File: config.mk
export PLATFORM = sky130hd
export DESIGN_NAME = irq_prio_core
export DESIGN_NICKNAME = d
export VERILOG_FILES = /design/src/rtl/irq_pkg.sv /design/src/rtl/irq_capture.sv /design/src/rtl/irq_resolver.sv /design/src/rtl/irq_service.sv /design/src/rtl/irq_prio_core.sv
export SDC_FILE = /design/constraint.sdc
export NUM_CORES = 1
export LEC_CHECK = 0
export BUFFER_PORTS_ARGS = -buffer_cell sky130_fd_sc_hd__buf_2
export CORE_MARGIN = 3
export CORE_UTILIZATION = 27
export DETAILED_ROUTE_END_ITERATION = 8
export GPL_TIMING_DRIVEN = 0
export SLEW_MARGIN = 10
export SYNTH_ARGS = -nofsm -noshare
export SYNTH_HDL_FRONTEND = slang
export SYNTH_SLANG_ARGS = --single-unit
File: constraint.sdc
create_clock -name clk -period 1.6 [get_ports clk]
set_clock_uncertainty 0.15 [all_clocks]
set_input_delay 0.32 -clock clk [delete_from_list [all_inputs] [get_ports clk]]
set_output_delay 0.32 -clock clk [all_outputs]
set_load 0.02 [all_outputs]
File: src/rtl/irq_pkg.sv
package irq_pkg;
  localparam int IRQ_N  = 8;
  localparam int IRQ_LW = $clog2(IRQ_N);

  typedef logic [IRQ_N-1:0]  irq_vec_t;
  typedef logic [IRQ_LW-1:0] irq_lvl_t;

  localparam irq_lvl_t LVL_SPURIOUS = irq_lvl_t'(IRQ_N - 1);

  // isolate the least significant set bit (highest priority)
  function automatic irq_vec_t lowest_bit(irq_vec_t v);
    return v & irq_vec_t'(~v + irq_vec_t'(1));
  endfunction

  // index of the least significant set bit, 0 when empty
  function automatic irq_lvl_t bit_index(irq_vec_t v);
    irq_lvl_t idx;
    idx = '0;
    for (int i = IRQ_N - 1; i >= 0; i--) begin
      if (v[i]) idx = irq_lvl_t'(i);
    end
    return idx;
  endfunction

  // levels strictly above the top in-service level; all when none in service
  function automatic irq_vec_t above_service(irq_vec_t isr);
    return irq_vec_t'(lowest_bit(isr) - irq_vec_t'(1));
  endfunction

  function automatic irq_vec_t level_bit(irq_lvl_t l);
    return irq_vec_t'(1) << l;
  endfunction
endpackage

File: src/rtl/irq_capture.sv
module irq_capture
  import irq_pkg::*;
#(
  parameter int SYNC_STAGES = 2
) (
  input  logic     clk,
  input  logic     rst_n,
  input  irq_vec_t irq_in,
  input  logic     level_mode,
  input  logic     init,
  input  irq_vec_t ack_clr,
  output irq_vec_t irr_q
);
  irq_vec_t stage_q [SYNC_STAGES];
  irq_vec_t line_s;
  irq_vec_t prev_q;
  irq_vec_t rise_w;
  irq_vec_t irr_next;

  genvar g;
  generate
    for (g = 0; g < SYNC_STAGES; g++) begin : g_sync
      always_ff @(posedge clk or negedge rst_n) begin
        if (!rst_n) stage_q[g] <= '0;
        else if (g == 0) stage_q[g] <= irq_in;
        else stage_q[g] <= stage_q[(g > 0) ? g - 1 : 0];
      end
    end
  endgenerate

  assign line_s = stage_q[SYNC_STAGES-1];
  assign rise_w = line_s & ~prev_q;

  always_comb begin
    if (level_mode) irr_next = line_s;
    else            irr_next = (irr_q & line_s) | rise_w;
    irr_next = irr_next & ~ack_clr;
  end

  always_ff @(posedge clk or negedge rst_n) begin
    if (!rst_n) begin
      prev_q <= '1;
      irr_q  <= '0;
    end else if (init) begin
      prev_q <= '1;
      irr_q  <= '0;
    end else begin
      prev_q <= line_s;
      irr_q  <= irr_next;
    end
  end

  // a request bit can only be held while its synchronized line was high
  a_r3_irr_needs_line: assert property (@(posedge clk) disable iff (!rst_n)
    1'b1 |=> ((irr_q & ~$past(line_s)) == '0));
  // init empties the request register
  a_r11_init_irr: assert property (@(posedge clk) disable iff (!rst_n)
    init |=> (irr_q == '0));
  // in edge mode a new bit needs a rise on the line
  a_r2_edge_needs_rise: assert property (@(posedge clk) disable iff (!rst_n)
    (!level_mode && !init) |=> ((irr_q & ~$past(irr_q) & $past(prev_q)) == '0));
endmodule

File: src/rtl/irq_resolver.sv
module irq_resolver
  import irq_pkg::*;
(
  input  logic     clk,
  input  logic     rst_n,
  input  irq_vec_t irr_q,
  input  irq_vec_t imr_q,
  input  irq_vec_t isr_q,
  output logic     int_req,
  output irq_lvl_t best_lvl
);
  irq_vec_t open_req;
  irq_vec_t eligible;

  assign open_req = irr_q & ~imr_q;
  assign eligible = open_req & above_service(isr_q);
  assign int_req  = |eligible;
  assign best_lvl = bit_index(eligible);

  // with every request masked, the interrupt stays low
  a_r5_masked_quiet: assert property (@(posedge clk) disable iff (!rst_n)
    ((irr_q & ~imr_q) == '0) |-> !int_req);
  // a level equal to or below the top in-service level never wins
  a_r8_nesting: assert property (@(posedge clk) disable iff (!rst_n)
    (int_req && (isr_q != '0)) |-> (best_lvl < bit_index(isr_q)));
endmodule

File: src/rtl/irq_service.sv
module irq_service
  import irq_pkg::*;
(
  input  logic     clk,
  input  logic     rst_n,
  input  logic     init,
  input  logic     mask_wr,
  input  irq_vec_t mask_wdata,
  input  logic     freeze,
  input  logic     ack,
  input  logic     eoi,
  input  logic     int_req,
  input  irq_lvl_t best_lvl,
  output irq_vec_t imr_q,
  output irq_vec_t isr_q,
  output irq_lvl_t win_q,
  output logic     spur_q,
  output irq_vec_t ack_clr
);
  logic     pend_q;
  logic     ack_go;
  irq_vec_t set_bit;
  irq_vec_t retire_bit;

  assign ack_go     = ack && pend_q && !spur_q;
  assign set_bit    = ack_go ? level_bit(win_q) : '0;
  assign retire_bit = eoi ? lowest_bit(isr_q) : '0;
  assign ack_clr    = set_bit;

  always_ff @(posedge clk or negedge rst_n) begin
    if (!rst_n) begin
      imr_q  <= '0;
      isr_q  <= '0;
      win_q  <= '0;
      spur_q <= 1'b0;
      pend_q <= 1'b0;
    end else if (init) begin
      imr_q  <= '0;
      isr_q  <= '0;
      win_q  <= '0;
      spur_q <= 1'b0;
      pend_q <= 1'b0;
    end else begin
      if (mask_wr) imr_q <= mask_wdata;
      isr_q <= (isr_q & ~retire_bit) | set_bit;
      if (freeze) begin
        win_q  <= int_req ? best_lvl : LVL_SPURIOUS;
        spur_q <= !int_req;
        pend_q <= 1'b1;
      end else if (ack) begin
        pend_q <= 1'b0;
      end
    end
  end

  // a committed acknowledge leaves the winner in service
  a_r7_ack_sets: assert property (@(posedge clk) disable iff (!rst_n)
    (ack_go && !init && !freeze) |=> isr_q[win_q]);
  // end-of-interrupt retires exactly one level
  a_r9_eoi_one: assert property (@(posedge clk) disable iff (!rst_n)
    (eoi && !ack_go && !init && (isr_q != '0)) |=>
      ($countones(isr_q) == $countones($past(isr_q)) - 1));
  // a freeze with nothing eligible reports the spurious level
  a_r10_spurious: assert property (@(posedge clk) disable iff (!rst_n)
    (freeze && !int_req && !init) |=> (spur_q && (win_q == LVL_SPURIOUS)));
  // init empties mask and in-service state
  a_r11_init_svc: assert property (@(posedge clk) disable iff (!rst_n)
    init |=> ((imr_q == '0) && (isr_q == '0) && !spur_q));
endmodule

File: src/rtl/irq_prio_core.sv
module irq_prio_core
  import irq_pkg::*;
#(
  parameter int SYNC_STAGES = 2
) (
  input  logic                   clk,
  input  logic                   rst_n,
  input  logic [IRQ_N-1:0]       irq_in,
  input  logic                   level_mode,
  input  logic                   init,
  input  logic                   mask_wr,
  input  logic [IRQ_N-1:0]       mask_wdata,
  input  logic                   freeze,
  input  logic                   ack,
  input  logic                   eoi,
  output logic                   int_out,
  output logic [IRQ_LW-1:0]      win_level,
  output logic                   win_spurious,
  output logic [IRQ_N-1:0]       irr_q,
  output logic [IRQ_N-1:0]       imr_q,
  output logic [IRQ_N-1:0]       isr_q
);
  irq_vec_t ack_clr;
  irq_lvl_t best_lvl;
  logic     int_req;

  irq_capture #(.SYNC_STAGES(SYNC_STAGES)) u_capture (
    .clk(clk), .rst_n(rst_n), .irq_in(irq_in), .level_mode(level_mode),
    .init(init), .ack_clr(ack_clr), .irr_q(irr_q)
  );

  irq_resolver u_resolver (
    .clk(clk), .rst_n(rst_n), .irr_q(irr_q), .imr_q(imr_q), .isr_q(isr_q),
    .int_req(int_req), .best_lvl(best_lvl)
  );

  irq_service u_service (
    .clk(clk), .rst_n(rst_n), .init(init), .mask_wr(mask_wr),
    .mask_wdata(mask_wdata), .freeze(freeze), .ack(ack), .eoi(eoi),
    .int_req(int_req), .best_lvl(best_lvl), .imr_q(imr_q), .isr_q(isr_q),
    .win_q(win_level), .spur_q(win_spurious), .ack_clr(ack_clr)
  );

  assign int_out = int_req;

  // nothing is requested or in service right after reset release
  a_r1_reset_quiet: assert property (@(posedge clk) disable iff (!rst_n)
    $rose(rst_n) |-> (isr_q == '0));
endmodule

### After elaboration in Yosys (flattened, before gate mapping)

Index checks and enable logic that the tools add are counted.

| storage, ports and cells | value |
|---|---|
| flip-flop bits (word level) | 53 |
| output and inout bits | 29 |
| logic and storage cells | 58 |

| operators by class | value |
|---|---|
| add/subtract/negate cells | 2 |
| shifts and indexed selects | 1 |
| multiplexer cells | 24 |
| bitwise operators | 14 |
| reductions and logical operators | 8 |

Operators by type and width:

| cell | count |
|---|---|
| 8-bit 2-to-1 mux | 8 |
| 8-bit bitwise AND | 7 |
| 8-bit inverter | 5 |
| 3-bit 2-to-1 mux | 11 |
| 8-bit bitwise OR | 2 |
| 8-bit by 1-bit adder with 8-bit output, second input constant | 1 |
| 8-bit OR reduction | 1 |
| 1-bit by 3-bit << shifter with 8-bit output, first input constant | 1 |
| 8-bit by 1-bit subtractor with 8-bit output, second input constant | 1 |
| 1-bit 2-to-1 mux | 5 |
| 2-bit nonzero test | 2 |
| 3-bit nonzero test | 1 |
| 1-bit logical AND | 2 |
| 1-bit logical NOT | 2 |

### Longest topological paths before layout

| logic depth | value |
|---|---|
| depth in word-level cells | 16 |
| depth in mapped cells | 5 |
| mapped depth without buffers | 5 |

### Modules after synthesis

From an unflattened synthesis, not the netlist that was laid out.

| second synthesis, totals | value |
|---|---|
| cell total of the unflattened synthesis | 181 |
| area total of the unflattened synthesis | 2,193.4 um2 |

Modules (own cells, without submodules):

| module | times used | cells each | area each (um2) | sequential area each (um2) |
|---|---|---|---|---|
| irq_capture | 1 | 58 | 1,022.2 | 810.8 |
| irq_service | 1 | 93 | 972.2 | 525.5 |
| irq_resolver | 1 | 30 | 198.9 | 0.0 |

### Least setup slack after synthesis

Ideal clock, no wire load.

| path | value |
|---|---|
| path kind | register to output |
| start point | reg u_service.isr_q[6] |
| end point | out int_out |
| data arrival time | 1,500 ps |
| slack | -370 ps |
| cell stages (with the launch flop) | 5 |
| buffers on the path | 0 |
| path through | dfrtp_1 -> or4b_4 -> a31oi_1 -> o21ai_0 -> nand2_1 |

| on the way | value |
|---|---|
| longest elaborated chain between the ends | 6 |

Ends and longest elaborated chain:

| item | RTL line | source |
|---|---|---|
| from (decl) | irq_service.sv:15 | `output irq_vec_t isr_q,` |
| from (signal assigned) | irq_service.sv:45 | `isr_q <= (isr_q & ~retire_bit) \| set_bit;` |
| 8-bit inverter | irq_pkg.sv:12 | `return v & irq_vec_t'(~v + irq_vec_t'(1));` |
| 8-bit by 1-bit adder with 8-bit output | irq_pkg.sv:12 |  |
| 8-bit bitwise AND (*) | irq_pkg.sv:12 |  |
| 8-bit by 1-bit subtractor with 8-bit output (*) | irq_pkg.sv:27 | `return irq_vec_t'(lowest_bit(isr) - irq_vec_t'(1));` |
| 8-bit bitwise AND (*) | irq_resolver.sv:16 | `assign eligible = open_req & above_service(isr_q);` |
| 8-bit OR reduction (*) | irq_resolver.sv:17 | `assign int_req = \|eligible;` |
| to (decl) | irq_prio_core.sv:16 | `output logic int_out,` |

Every way passes the cells marked *; elsewhere a longest branch is shown, timed or not.

### Final worst setup path

Ends and elaborated chain as after synthesis.

==> flow_metrics.env <==
export IMPL_timing_hold_ws_ns=0.111
export IMPL_portBuffers=48
export IMPL_ys_types=33
export IMPL_setup_viol_count_final=7
export IMPL_hpwl_um=3470
export IMPL_grt_max_degree=54
export IMPL_drive_gt1_share_pct=43.5
export IMPL_holdCritStartpoint="mask_wdata[0]"
export IMPL_routed_wl_um=4940
export IMPL_vias=1572
export IMPL_first_global_vias=1597
export IMPL_overflow=0
export IMPL_reg2reg_slack_ns=-0.35
export IMPL_route_detailed_drc=0
export IMPL_cap_violations=0
export IMPL_die_width_um=94.5
export IMPL_fin_crit_sh_pct=138
export IMPL_syn_num_nets=204
export IMPL_drt_antenna_violating_nets=0
export IMPL_synth_avg_cell_area_um2=11.7
export IMPL_clkLatencyLatePin_ns=0.30
export IMPL_gp_congestion=0.801
export IMPL_grt_pass1_wl_um=7970
export IMPL_design_die_area_mm2=0.00892
export IMPL_holdCritPathClass="in2reg"
export IMPL_numClockSinks=53
export IMPL_ys_seq_elements=53
export IMPL_antenna_cells=0
export IMPL_whs_path_depth=3
export IMPL_synthesis_area_mm2=0.00211
export IMPL_grt_setup_unrepaired="yes"
export IMPL_num_fill_cells=756
export IMPL_start_util_pct=28.5
export IMPL_reg2reg_from="u_service.isr_q[6]$_DFF_PN0_"
export IMPL_dr_pass1_iters=5
export IMPL_row_count=31
export IMPL_layout_setup_ws_ns=-0.604
export IMPL_slew_viol_final=0
export IMPL_slew_headroom_pct=55.3
export IMPL_status="complete, but fails checks"
export IMPL_cellLeakagePower_nw=1.40
export IMPL_wl_per_cell_um=13.8
export IMPL_syn_inst=180
export IMPL_cts_made_buffers=5
export IMPL_seq_area_frac_synth_pct=63.2
export IMPL_period_minus_slack_ns=2.20
export IMPL_hold_violations=0
export IMPL_start_kind="register"
export IMPL_failed_checks="negative setup slack"
export IMPL_dieHeight_um=94.5
export IMPL_required_ns=1.13
export IMPL_hold_end="u_service.imr_q[0]$_DFFE_PN0P_"
export IMPL_drt_initial_drc_count=92
export IMPL_grt_util_all_layers_pct=11.6
export IMPL_vias_per_cell=4.38
export IMPL_clk_pin_slew_ns=0.09
export IMPL_cp_arrival_ns=1.73
export IMPL_cts_path_max_buffers=2
export IMPL_coreArea_mm2=0.00741
export IMPL_cts_tree="done"
export IMPL_antenna_found_initial=0
export IMPL_fmax_mhz=454
export IMPL_ff2ff_path_depth=6
export IMPL_reg2reg_to="u_service.win_q[0]$_DFFE_PN0P_"
export IMPL_tightest_slew_ns=0.670
export IMPL_num_io_pins=53
export IMPL_critical_path_class="reg2out"
export IMPL_fin_nets=283
export IMPL_place_area_mm2=0.00249
export IMPL_p_per_area_mw_per_mm2=968
export IMPL_cp_max_fo=3
export IMPL_syn_to_final_growth_pct=37.2
export IMPL_vdd_drop_max_uv=407
export IMPL_crit_path_end_kind="output port"
export IMPL_yosysWarnings=0
export IMPL_final_util_pct=39.1
export IMPL_design_area_mm2=0.00290
export IMPL_ctsHtreeMaxLevel=2
export IMPL_ctsRootBufferMaster="clkbuf_8"
==> flip-flops by register name, summed over array words and instances (netlist names) <==
signal / cells
u_capture.irr_q: 8
u_capture.line_s: 8
u_capture.prev_q: 8
u_capture.stage_q: 8
u_service.imr_q: 8
u_service.isr_q: 8
u_service.pend_q: 1
u_service.spur_q: 1
u_service.win_q: 3
==> layout by cell type, fill, tap and decap left out, types with 2 or more instances in the layout <==
master	instances
a21oi_1	8
a221oi_1	2
a22oi_1	2
a31oi_4	2
and2b_2	2
and4b_1	6
buf_2	45
buf_4	15
buf_6	3
clkbuf_1	7
clkbuf_8	5
dfrtp_1	41
dfrtp_2	4
dfstp_2	8
dlygate4sd3_1	9
inv_1	3
mux2i_1	10
nand2_1	13
nand2b_1	5
nand3_1	3
nor2_1	25
nor2b_1	2
o21ai_0	3
o21ai_2	3
o31ai_1	2
or2_2	8
or2b_2	2
==> Yosys cell counts, drive strengths merged <==
master  instances  area share (%)
nand2b          5             1.5
nor3b           1            0.36
clkbuf          7             1.2
o41a            1            0.53
inv             3            0.53
a31oi           2            0.59
nor3            2            0.47
o21ai           7             1.8
nand3           3            0.71
or2             8             2.4
a32o            1            0.47
dfrtp          45              53
o21a            1            0.36
nor4b           1             1.1
nor2b           2            0.59
a221oi          2            0.83
dfstp           8             9.9
a22oi           2            0.71
or2b            2            0.83
and4b           6             2.8
a21oi          10             2.4
a311oi          1            0.71
o21bai          1            0.36
nor2           26             4.6
o32ai           1            0.41
o31ai           2            0.71
or3b            2            0.83
or4b            1            0.65
nand2          15             2.7
and2b           2            0.83
mux2i          10             4.7
==> worst max-delay path, cell delays in order (launching register included) <==
cell	delay, ns
dfrtp_2	0.42
or4b_4	0.56
a31oi_4	0.15
o21ai_2	0.09
nand2_2	0.10
buf_6	0.12
==> stage by stage <==
step	power, mW	TNS [ns]	instances	setup WS (ns)
after floorplan	1.69	-0.577	180	-0.274
after global placement	1.83	-3.91	327	-0.437
after detailed placement	1.83	-4.09	327	-0.439
after CTS	2.82	-1.34	354	-0.623
after global routing	2.95	-2.12	359	-0.682
final	2.81	-1.42	359	-0.604
==> how the worst max path moves through the flow <==
stage,slack [ns],depth (start not counted),end,from
finish,-0.60,5,int_out,u_service.isr_q[6]$_DFF_PN0_
detailed placement,-0.44,5,int_out,u_service.isr_q[7]$_DFF_PN0_
global route,-0.68,5,int_out,u_service.isr_q[6]$_DFF_PN0_
global placement,-0.44,5,int_out,u_service.isr_q[7]$_DFF_PN0_
CTS,-0.62,5,int_out,u_service.isr_q[6]$_DFF_PN0_
floorplan,-0.27,4,int_out,u_service.isr_q[7]$_DFF_PN0_
==> report_power, final <==
group / switching [mW] / total, mW / internal, mW
Sequential: 0.0475 / 1.46 / 1.41
Clock: 0.432 / 0.902 / 0.470
Combinational: 0.240 / 0.443 / 0.203
Total: 0.720 / 2.81 / 2.09
==> cell type report <==
class                   count  area [um2]  area share (%)
plain buffers               7        27.5           0.949
clock buffers               6        72.6            2.50
clock inverters             2        38.8            1.34
inverters                   3        11.3           0.388
multi-input cells         117         823            28.4
flip-flops and latches     53        1340            46.2
well taps                  99         124            4.27
repair buffers             72         462            15.9
==> cell families after synthesis <==
family,Yosys count,synth area share [%]
AOI/OAI and AO/OA,31,9.89
buffers and inverters,10,1.78
DFF,53,63.2
muxes,10,4.74
and+or+nand+nor,76,20.4
==> per-layer routing <==
| metal | track usage, % | share of wire [%] |
|---|---|---|
| met5 | 0 | 0 |
| met1 | 14.5 | 46 |
| met4 | 2.88 | 0.83 |
| met2 | 20.3 | 47 |
| met3 | 2.79 | 6.0 |
==> repair_timing <==
item | in CTS | in global routing
resized for setup | 17 | 7
setup endpoints to repair | 13 | 16
hold buffers | 8 | 1
pin swaps | 5 | 4
setup buffers | 11 | 4
endpoints found under the hold margin | 8 | 45
(Power assumes the default switching activity.)
